**config.mk**
```make
export PLATFORM = sky130hd
export DESIGN_NAME = mul8_seq_unit
export DESIGN_NICKNAME = d
export VERILOG_FILES = /design/src/rtl/mul8_pkg.sv /design/src/rtl/mul_seq_ctrl.sv /design/src/rtl/mul_shift_add_dp.sv /design/src/rtl/mul_flag_merge.sv /design/src/rtl/mul8_seq_unit.sv
export SDC_FILE = /design/constraint.sdc
export NUM_CORES = 1
export LEC_CHECK = 0
export ABC_AREA = 1
export BUFFER_PORTS_ARGS = -buffer_cell sky130_fd_sc_hd__clkbuf_2
export CORE_MARGIN = 2
export CORE_UTILIZATION = 30
export CTS_BUF_LIST = sky130_fd_sc_hd__clkbuf_16
export CTS_CLUSTER_SIZE = 20
export DETAILED_ROUTE_END_ITERATION = 8
export HOLD_SLACK_MARGIN = 0.08
export PLACE_DENSITY = 0.61
export SLEW_MARGIN = 20
export SYNTH_ARGS = -nofsm -noshare
export SYNTH_HDL_FRONTEND = slang
export SYNTH_SLANG_ARGS = --single-unit
```
**constraint.sdc**
```tcl
create_clock -name clk -period 1.6 [get_ports clk]
set_input_delay 0.16 -clock clk [delete_from_list [all_inputs] [get_ports clk]]
set_output_delay 0.16 -clock clk [all_outputs]
set_load 0.05 [all_outputs]
```
**src/rtl/mul8_pkg.sv**
```systemverilog
package mul8_pkg;

  localparam int CCR_W   = 8;
  localparam int H_POS   = 4;
  localparam int C_POS   = 0;

  localparam logic [CCR_W-1:0] CLR_MASK = CCR_W'((1 << H_POS) | (1 << C_POS));
  localparam logic [CCR_W-1:0] KEEP_MASK = ~CLR_MASK;

  typedef enum logic {
    PH_IDLE = 1'b0,
    PH_RUN  = 1'b1
  } mul_phase_e;

  // Flag update on completion: half-carry and carry cleared, rest kept.
  function automatic logic [CCR_W-1:0] mul_flags(input logic [CCR_W-1:0] old_ccr);
    logic [CCR_W-1:0] r;
    r = old_ccr;
    r[H_POS] = 1'b0;
    r[C_POS] = 1'b0;
    return r;
  endfunction

endpackage

```
**src/rtl/mul_seq_ctrl.sv**
```systemverilog
module mul_seq_ctrl #(
  parameter int LATENCY = 11,
  parameter int STEPS   = 8
) (
  input  logic clk,
  input  logic rst,
  input  logic start_i,
  output logic busy_o,
  output logic done_o,
  output logic load_o,
  output logic step_o
);
  import mul8_pkg::*;

  localparam int CW = $clog2(LATENCY);
  localparam logic [CW-1:0] LAST   = CW'(LATENCY - 1);
  localparam logic [CW-1:0] PRELST = CW'(LATENCY - 2);
  localparam logic [CW-1:0] NSTEP  = CW'(STEPS);

  mul_phase_e      phase_q;
  logic [CW-1:0]   cnt_q;

  assign busy_o = (phase_q == PH_RUN);
  assign load_o = start_i && (phase_q == PH_IDLE);
  assign step_o = (phase_q == PH_RUN) && (cnt_q < NSTEP);

  always_ff @(posedge clk) begin
    if (rst) begin
      phase_q <= PH_IDLE;
      cnt_q   <= '0;
      done_o  <= 1'b0;
    end else if (phase_q == PH_IDLE) begin
      done_o <= 1'b0;
      if (start_i) begin
        phase_q <= PH_RUN;
        cnt_q   <= '0;
      end
    end else if (cnt_q == LAST) begin
      phase_q <= PH_IDLE;
      done_o  <= 1'b0;
    end else begin
      cnt_q  <= cnt_q + 1'b1;
      done_o <= (cnt_q == PRELST);
    end
  end

endmodule

```
**src/rtl/mul_shift_add_dp.sv**
```systemverilog
module mul_shift_add_dp #(
  parameter int W = 8
) (
  input  logic           clk,
  input  logic           rst,
  input  logic           load_i,
  input  logic           step_i,
  input  logic [W-1:0]   mplier_i,
  input  logic [W-1:0]   mcand_i,
  output logic [2*W-1:0] prod_o
);

  logic [W-1:0]   mcand_q;
  logic [2*W-1:0] prod_q;

  // One multiplier bit per call: conditional add into the upper half, then shift right.
  function automatic logic [2*W-1:0] shift_add(input logic [2*W-1:0] p,
                                               input logic [W-1:0]   m);
    logic [W:0] upper;
    upper = {1'b0, p[2*W-1:W]} + (p[0] ? {1'b0, m} : '0);
    return {upper, p[W-1:1]};
  endfunction

  always_ff @(posedge clk) begin
    if (rst) begin
      mcand_q <= '0;
      prod_q  <= '0;
    end else if (load_i) begin
      mcand_q <= mcand_i;
      prod_q  <= {{W{1'b0}}, mplier_i};
    end else if (step_i) begin
      prod_q  <= shift_add(prod_q, mcand_q);
    end
  end

  assign prod_o = prod_q;

endmodule

```
**src/rtl/mul_flag_merge.sv**
```systemverilog
module mul_flag_merge (
  input  logic                       clk,
  input  logic                       rst,
  input  logic                       load_i,
  input  logic [mul8_pkg::CCR_W-1:0] ccr_i,
  output logic [mul8_pkg::CCR_W-1:0] ccr_o
);
  import mul8_pkg::*;

  logic [CCR_W-1:0] ccr_q;

  always_ff @(posedge clk) begin
    if (rst)         ccr_q <= '0;
    else if (load_i) ccr_q <= ccr_i;
  end

  assign ccr_o = mul_flags(ccr_q);

endmodule

```
**src/rtl/mul8_seq_unit.sv**
```systemverilog
module mul8_seq_unit #(
  parameter int         DATA_W  = 8,
  parameter int         OPC_W   = 8,
  parameter logic [7:0] MUL_OPC = 8'h42,
  parameter int         LATENCY = 11
) (
  input  logic                       clk,
  input  logic                       rst,
  input  logic                       issue_i,
  input  logic [OPC_W-1:0]           opcode_i,
  input  logic [DATA_W-1:0]          acc_i,
  input  logic [DATA_W-1:0]          idx_i,
  input  logic [mul8_pkg::CCR_W-1:0] ccr_i,
  output logic                       busy_o,
  output logic                       done_o,
  output logic [DATA_W-1:0]          acc_o,
  output logic [DATA_W-1:0]          idx_o,
  output logic [mul8_pkg::CCR_W-1:0] ccr_o
);

  logic             opc_hit_w;
  logic             start_w;
  logic             accept_w;
  logic             step_w;
  logic [2*DATA_W-1:0] prod_w;

  assign opc_hit_w = (opcode_i == OPC_W'(MUL_OPC));
  assign start_w   = issue_i && opc_hit_w;

  mul_seq_ctrl #(.LATENCY(LATENCY), .STEPS(DATA_W)) u_ctrl (
    .clk(clk), .rst(rst), .start_i(start_w),
    .busy_o(busy_o), .done_o(done_o), .load_o(accept_w), .step_o(step_w)
  );

  mul_shift_add_dp #(.W(DATA_W)) u_dp (
    .clk(clk), .rst(rst), .load_i(accept_w), .step_i(step_w),
    .mplier_i(acc_i), .mcand_i(idx_i), .prod_o(prod_w)
  );

  mul_flag_merge u_flags (
    .clk(clk), .rst(rst), .load_i(accept_w), .ccr_i(ccr_i), .ccr_o(ccr_o)
  );

  assign idx_o = prod_w[2*DATA_W-1:DATA_W];
  assign acc_o = prod_w[DATA_W-1:0];

endmodule

```
# Word-level counts from Yosys, hierarchy flattened
# Cells that the tools add are included.
# W data, S select, Z words.
# word_totals
out_inout_bits,26
in_bits,35
n_memories,0
romBits,0
word_cells,32
latch_bits,0
regBits,38
ram_bits,0
# op_classes
n_bitwise,1
shift,0
n_div,0
magnitude_cmp,1
n_eq_ne,4
multipliers,0
mux,9
addsub,2
n_reduce_logical,8
# op_table
cell,count
$mux W8,3
$mux W4,3
$add A8 B8 Y9,1
$eq A4 B4 Y1 const B,2
$eq A8 B7 Y1 const B,1
$add A4 B1 Y4 const B,1
$lt A4 B4 Y1 const B,1
$reduce_bool A2 Y1,2
$logic_and A1 B1 Y1,3
$mux W1,3
$reduce_or A3 Y1,1
$ne A2 B2 Y1 const B,1
$reduce_and A2 Y1,1
$reduce_or A2 Y1,1
$not A1 Y1,1

# Longest topological paths before layout
# Gate-level depths: netlist of run 1.
# logic_depth
depth_word,4
mapped_depth,13
ltp_nobuf,12

# Hierarchy
# Synthesis of run 1 repeated with hierarchy kept, for this count alone.
# hier_totals
hier_cells,283
area_unflattened_um2,2008.2
# modules_own_cells
mod,seq_area_each_um2,instances,cells_per_inst,area_per_inst_um2
mul_shift_add_dp,480.5,1,190,1361.3
mul_seq_ctrl,120.1,1,43,339.1
mul_flag_merge,120.1,1,41,266.5
mul8_seq_unit,0.0,1,9,41.3

# Worst setup path before layout of run 1
# OpenSTA, ideal clock, no wires.
# synth_timing
path_type,reg2reg
from,"register u_dp.prod_q[0], in the netlist u_dp.prod_o[0]"
to,"register u_dp.prod_q[14], in the netlist u_dp.prod_o[14]"
setup_time_ns,0.109
setup_slack_ns,-0.396
arrival_ns,1.887
path_buffers,1
synth_period_minus_slack_ns,1.996
path_stages_with_launch,12
required_time_ns,1.491
path_cell_list,dfxtp_1 -> clkbuf_1 -> nand2_1 -> inv_1 -> ha_1 -> or2_2 -> nand3_1 -> nand2_1 -> nand2_1 -> nand3_1 -> nand2_1 -> inv_1
# synth_via
elab_chain_cells,2
# synth_lines
element,line,text
"start, declared",mul_shift_add_dp.sv:14,logic [2*W-1:0] prod_q;
"start signal, assigned",mul_shift_add_dp.sv:30,"prod_q <= {{W{1'b0}}, mplier_i};"
"start signal, assigned",mul_shift_add_dp.sv:32,"prod_q <= shift_add(prod_q, mcand_q);"
$mux W8,mul_shift_add_dp.sv:20,"upper = {1'b0, p[2*W-1:W]} + (p[0] ? {1'b0, m} : '0);"
$add A8 B8 Y9,mul_shift_add_dp.sv:20,
# Every way passes these cells.
# A chain may end at the register's enable or synchronous reset.

# Worst setup path in the final report of run 1
# layout_timing
from,"register u_dp.prod_q[0], in the netlist u_dp.prod_o[0]"
to,"register u_dp.prod_q[13], in the netlist u_dp.prod_o[13]"
# Same word-level chain as after synthesis.

==> flow_summary.json, run 1 <==
{
  "grt.overflow.total": 0,
  "cts.clk_slew.worst_paths_ns": 0.06,
  "synth_cells": 273,
  "die_w_um": 83.5,
  "period_minus_slack_ns": 1.60,
  "ys_ff_latch": 36,
  "hold_viol_final": 0,
  "r2r-end": "u_dp.prod_o[13]",
  "max_cap_violations": 0,
  "yosys-mux-area-fraction_pct": 0,
  "first_global_vias": 1808,
  "synth-edff-count": 0,
  "via_per_inst": 4.48,
  "synth_top_family_by_area": "simple AND/OR/NAND/NOR gates",
  "p_sw_uw": 409,
  "seqPwrFrac_pct": 47.0,
  "ir_worst_vdd_v": 0.000496,
  "synth_compound_area_share_pct": 13.2,
  "outcome": "complete, no violations",
  "leakage_nw": 1.27,
  "synth-xor-area-share_pct": 1.38,
  "grt_use_met1_pct": 17.7,
  "ys.flop_type": "dfxtp_1",
  "num_rows": 28,
  "rsz0062_at_grt": "true",
  "drt-pass1-iter-count": 4,
  "arrival_ns": 1.77,
  "min_period_over_period_pct": 99.8,
  "clk_latency_ns": 0.28,
  "switching_share_pct": 21.4,
  "async_flop_share_pct": 0,
  "yosysWarnings": 0,
  "die_height_um": 83.5,
  "worst-path-max-fanout": 6,
  "io_buffers": 56,
  "post-place-ws_ns": -0.0698,
  "postRouteAntennaNets": 0,
  "grt_pass1_wl_um": 7980,
  "min_path_type": "in -> reg",
  "whs_ns": 0.101,
  "worstHoldEndpoint": "u_dp.mcand_q[3]",
  "final_nets": 385,
  "io_pins": 61,
  "synth_cell_types": 25,
  "drc": 0,
  "cp.required_ns": 1.78,
  "pwr-share-comb_pct": 4.5,
  "p_int_mw": 1.50,
  "grt_start_max_net_pins": 20,
  "r2r-start": "u_dp.prod_o[0]",
  "path_class": "reg -> reg",
  "cts_sinks": 36,
  "worstHoldStart": "idx_i[3]",
  "die_area_mm2": 0.00698,
  "clkPwrFrac_pct": 48.5,
  "hpwl_um": 3350,
  "clock-skew-final_ns": 0.00604,
  "cts_hold_buf": 0,
  "cts_tree": "built",
  "finalPower_mw": 1.91,
  "routabilityCongestion": 0.857,
  "hold_depth": 3,
  "r2r_cells": 12,
  "synth_fa_ha_area_share_pct": 8.31,
  "drtIter0Drc": 85,
  "final_layout_size_suffix_gt1_share_pct": 30.4,
  "vias": 1856,
  "relSlewSlack_pct": 66.2,
  "core_area_mm2": 0.00603,
  "drv_slew": 0,
  "tightest_slew_ns": 0.506,
  "start_kind": "flip-flop",
  "endpoint_kind": "flip-flop",
  "setup_violations": 0,
  "wl_per_cell_um": 11.1,
  "grt_use_total_pct": 13.8,
  "start_util_pct": 31.5,
  "cts_made_buffers": 5,
  "cts_root_buffer": "clkbuf_16",
  "met2_usage_pct": 22.3,
  "avgSynthCellArea_um2": 6.95,
  "drt-total-wl_um": 4580,
  "syn_area_mm2": 0.00190,
  "n_fill_cell": 644,
  "area_delta_synth_final_pct": 33.8,
  "antenna_found_initial": 0,
  "fmax_mhz": 626,
  "top_usage_layer": "met2",
  "num_antenna_cells": 0,
  "yosys.area_share.simple_pct": 28.5,
  "synth-seq-area-share_pct": 38.0,
  "cts.path.max_buffers": 2,
  "grt_use_met3_pct": 3.46,
  "worst_slack_ns": 0.00287,
  "r2r_setup_slack_ns": 0.003,
  "power_density_mw_per_mm2": 752,
  "htreeDepth": 2
}
power groups by stage:
stage / registers, mW / logic, mW / clock network (mW)
floorplan: 0.921 / 0.0373 / 0
detailed placement: 0.917 / 0.0854 / 0
finish: 0.898 / 0.0859 / 0.926
CTS: 0.897 / 0.0861 / 0.966
global route: 0.897 / 0.0953 / 1.01
global placement: 0.917 / 0.0855 / 0
sequential cells by signal, summed over array words and instances, names as in the netlist:
name	cells
u_ctrl.cnt_q	4
u_ctrl.done_o	1
u_ctrl.busy_o	1
u_dp.prod_o	16
u_flags.ccr_q	6
u_dp.mcand_q	8
cells in the final DEF, fill, tap and decap left out:
master / instances
nand3_1: 18
buf_4: 11
ha_1: 6
a211oi_1: 1
a21boi_1: 3
fa_2: 1
nand2_2: 8
dfxtp_2: 1
clkinv_4: 1
clkbuf_16: 5
inv_2: 5
or2_4: 1
o21ai_0: 23
ha_4: 5
dfxtp_4: 1
a21oi_1: 17
nand3b_1: 1
nor2_4: 1
nand3_2: 3
conb_1: 2
clkbuf_2: 56
or2_2: 1
a21oi_2: 1
dfxtp_1: 34
buf_6: 1
nor2_2: 1
nand2_1: 41
xor2_1: 3
nor2_1: 55
inv_1: 30
a21boi_0: 2
how the worst max path moves through the flow:
| stage | slack [ns] | to | depth (start not counted) | startpoint |
|---|---|---|---|---|
| finish | 0.003 | u_dp.prod_o[13] | 12 | u_dp.prod_o[0] |
| global route | -0.13 | u_dp.prod_o[13] | 12 | u_dp.prod_o[0] |
| CTS | 0.005 | u_dp.prod_o[13] | 12 | u_dp.prod_o[0] |
| detailed placement | -0.07 | u_dp.prod_o[13] | 12 | u_dp.prod_o[0] |
| global placement | -0.03 | u_dp.prod_o[13] | 12 | u_dp.prod_o[0] |
| floorplan | -0.14 | u_dp.prod_o[13] | 13 | u_dp.prod_o[0] |
cell type report:
| cell class | instances | area [um2] | share of cell area (%) |
|---|---|---|---|
| inverter | 33 | 124 | 4.88 |
| timing repair buffer | 68 | 374 | 14.7 |
| clock inverter | 3 | 16.3 | 0.640 |
| multi-input combinational | 194 | 1080 | 42.6 |
| sequential | 36 | 726 | 28.6 |
| tap | 75 | 93.8 | 3.69 |
| clock buffer | 5 | 125 | 4.93 |
critical path, stage by stage (launching register included):
cell     delay (ns)
dfxtp_4        0.36
nand2_2        0.06
inv_2          0.04
ha_4           0.15
fa_2           0.34
nand2_2        0.09
nand3_2        0.08
nand3_2        0.09
nand2_2        0.06
nand2_1        0.07
nand3_1        0.06
nand2_1        0.07
inv_1          0.03
logic make-up (layout without fill, tap and decap cells):
group                    after synthesis  in the layout
AO/OA/AOI/OAI                         47             47
XOR/XNOR                               3              3
adder cells (fa/ha/maj)               12             12
buffers and inverters                 44            109
flip-flops                            36             36
other                                  1              2
AND/OR/NAND/NOR                      130            130
metal layers:
metal | vias up | wire [um]
met5 | - | 0
met4 | 0 | 58
met3 | 6 | 226
met2 | 44 | 2050
met1 | 818 | 2240
li1 | 988 | -
Yosys cell counts (2+ instances only):
master | number | share of area [%]
nor2_1 | 55 | 11
nand2_1 | 48 | 9.5
dfxtp_1 | 36 | 38
inv_1 | 31 | 6.1
o21ai_0 | 23 | 6.1
nand3_1 | 20 | 5.3
a21oi_1 | 18 | 4.7
ha_1 | 11 | 7.3
buf_4 | 4 | 1.6
a21boi_1 | 3 | 1.2
buf_2 | 3 | 0.79
xor2_1 | 3 | 1.4
a21boi_0 | 2 | 0.79
buf_6 | 2 | 1.2
clkbuf_1 | 2 | 0.40
inv_2 | 2 | 0.40
or2_2 | 2 | 0.66
stage by stage:
step	area [um2]	util (%)	setup TNS, ns	cells
4_1_cts	2480	41.1	0	413
2_1_floorplan	1920	-	-0.436	274
6_report	2540	42.2	0	414
5_1_grt	2540	42.2	-0.261	414
3_5_place_dp	2290	37.9	-0.0926	404
3_3_place_gp	2290	37.9	-0.0333	404
timing repair:
item,CTS,global route
setup endpoints to repair,3,6
pin swaps,3,9
buffers inserted,1,1
gates resized for setup,9,11
Power figures use the tool's default switching activity.
==> run 2: changes to the inputs <==
- CTS_BUF_LIST: sky130_fd_sc_hd__clkbuf_16 -> default
==> run 2 against run 1 <==
- critical path depth unchanged
- critical path type unchanged
- global-route usage up 0.12 points
- count of clock-buffer cells in the layout grew 2
- clock power down 30%
==> flow_summary.json, run 2 (synthesis gave the netlist of run 1 again) <==
{
  "grt_start_max_net_pins": 20,
  "final_common_cell": "clkbuf_2",
  "setup_violations": 0,
  "io_buffers": 56,
  "clk_latency_ns": 0.29,
  "hold_viol_final": 0,
  "drt-total-wl_um": 4580,
  "hpwl_um": 3350,
  "seqPwrFrac_pct": 55.0,
  "drt-pass1-iter-count": 4,
  "drv_slew": 0,
  "min_path_type": "in -> reg",
  "period_minus_slack_ns": 1.59,
  "power_density_mw_per_mm2": 659,
  "cts.path.max_buffers": 2,
  "final_layout_size_suffix_gt1_share_pct": 28.9,
  "die_area_mm2": 0.00698,
  "fmax_mhz": 630,
  "io_pins": 61,
  "rsz0062_at_grt": "true",
  "setup_tns_ns": 0,
  "area_delta_synth_final_pct": 30.4,
  "leakage_nw": 1.25,
  "cp.required_ns": 1.79,
  "layout_common_cells": "56 x clkbuf_2, 55 x nor2_1, 43 x nand2_1, 34 x dfxtp_1, 29 x inv_1",
  "grt.overflow.total": 0,
  "grt_use_total_pct": 13.9,
  "max_cap_violations": 0,
  "finalNonFillerCells": 417,
  "routabilityCongestion": 0.857,
  "worst-path-max-fanout": 6,
  "cts.clk_slew.worst_paths_ns": 0.07,
  "n_fill_cell": 667,
  "grt_use_met1_pct": 17.7,
  "top_usage_layer": "met2",
  "cts_tree": "built",
  "drtIter0Drc": 84,
  "clkPwrFrac_pct": 39.5,
  "drc": 0,
  "num_rows": 28,
  "clock-skew-final_ns": 0.00708,
  "cts_made_buffers": 5,
  "met2_usage_pct": 22.2,
  "outcome": "complete, no violations",
  "start_kind": "flip-flop",
  "register_area_um2": 726,
  "first_global_vias": 1814,
  "largest_reg_flops": 16,
  "cts_sinks": 36,
  "die_w_um": 83.5,
  "arrival_ns": 1.78,
  "finalPower_mw": 1.63,
  "min_period_over_period_pct": 99.2,
  "switching_share_pct": 23.6,
  "wl_per_cell_um": 11.0,
  "grt_pass1_wl_um": 8020,
  "endpoint_kind": "flip-flop",
  "core_area_mm2": 0.00603,
  "vias": 1876,
  "num_antenna_cells": 0,
  "cts_root_buffer": "clkbuf_8",
  "path_class": "reg -> reg",
  "tightest_slew_ns": 0.504,
  "ir_worst_vdd_v": 0.000298,
  "via_per_inst": 4.50,
  "start_util_pct": 31.5,
  "grt_use_met3_pct": 3.76,
  "die_height_um": 83.5,
  "dp.cells": 404,
  "p_sw_uw": 384,
  "relSlewSlack_pct": 66.3,
  "pwr-share-comb_pct": 5.5,
  "multi_input_area_mm2": 0.00105,
  "p_int_mw": 1.25,
  "final_nets": 388,
  "antenna_found_initial": 0,
  "htreeDepth": 2,
  "postRouteAntennaNets": 0
}
run 2: power groups by stage:
| stage | logic (mW) | registers, mW | clock network, mW |
|---|---|---|---|
| global route | 0.0989 | 0.896 | 0.719 |
| floorplan | 0.0373 | 0.921 | 0 |
| detailed placement | 0.0854 | 0.917 | 0 |
| global placement | 0.0855 | 0.917 | 0 |
| finish | 0.0893 | 0.896 | 0.645 |
| CTS | 0.0880 | 0.896 | 0.675 |
run 2: final timing paths:
kind	from	endpoint	slack [ns]	cells after the start
hold / removal	idx_i[4]	u_dp.mcand_q[4]	0.09	3
setup / recovery	u_dp.prod_o[0]	u_dp.prod_o[13]	0.01	12
setup reg to reg	u_dp.prod_o[0]	u_dp.prod_o[13]	0.01	12
hold reg to reg	u_dp.prod_o[1]	u_dp.prod_o[1]	0.51	2
run 2: area by class of cell:
cell class / count / area share (%)
sequential: 36 / 29.3
inverter: 33 / 5.01
tap: 75 / 3.79
clock inverter: 1 / 0.354
timing repair buffer: 71 / 16.1
multi-input combinational: 194 / 42.4
clock buffer: 7 / 3.08
run 2: worst max-delay path: stages (launching register included):
cell and delay, ns:
dfxtp_4 0.37, nand2_2 0.07, inv_2 0.04, ha_4 0.15, fa_2 0.34, nand2_2 0.08, nand3_2 0.08, nand3_2 0.09
nand2_2 0.06, nand2_1 0.07, nand3_1 0.06, nand2_1 0.06, inv_1 0.03
run 2: layer usage:
layer,vias up,share of wire [%]
li1,990,-
met1,828,49
met2,50,44
met3,8,5.1
met4,0,1.8
met5,-,0
run 2: timing repair:
item                                    CTS  global route
hold endpoints to repair                  1             1
endpoints found under the setup margin    3             6
hold buffers                              1             1
resized for setup                         9             4
pin swaps                                 3             5
setup buffers                             2             1
run 2: metrics by stage:
stage	hold slack, ns	area [um2]	setup slack, ns	utilization [%]
finish	0.0880	2470	0.0128	41.1
global route	0.0991	2470	-0.136	41.1
floorplan	0.295	1920	-0.144	-
global placement	0.386	2290	-0.0333	37.9
detailed placement	0.390	2290	-0.0698	37.9
CTS	0.0812	2440	0.00330	40.5
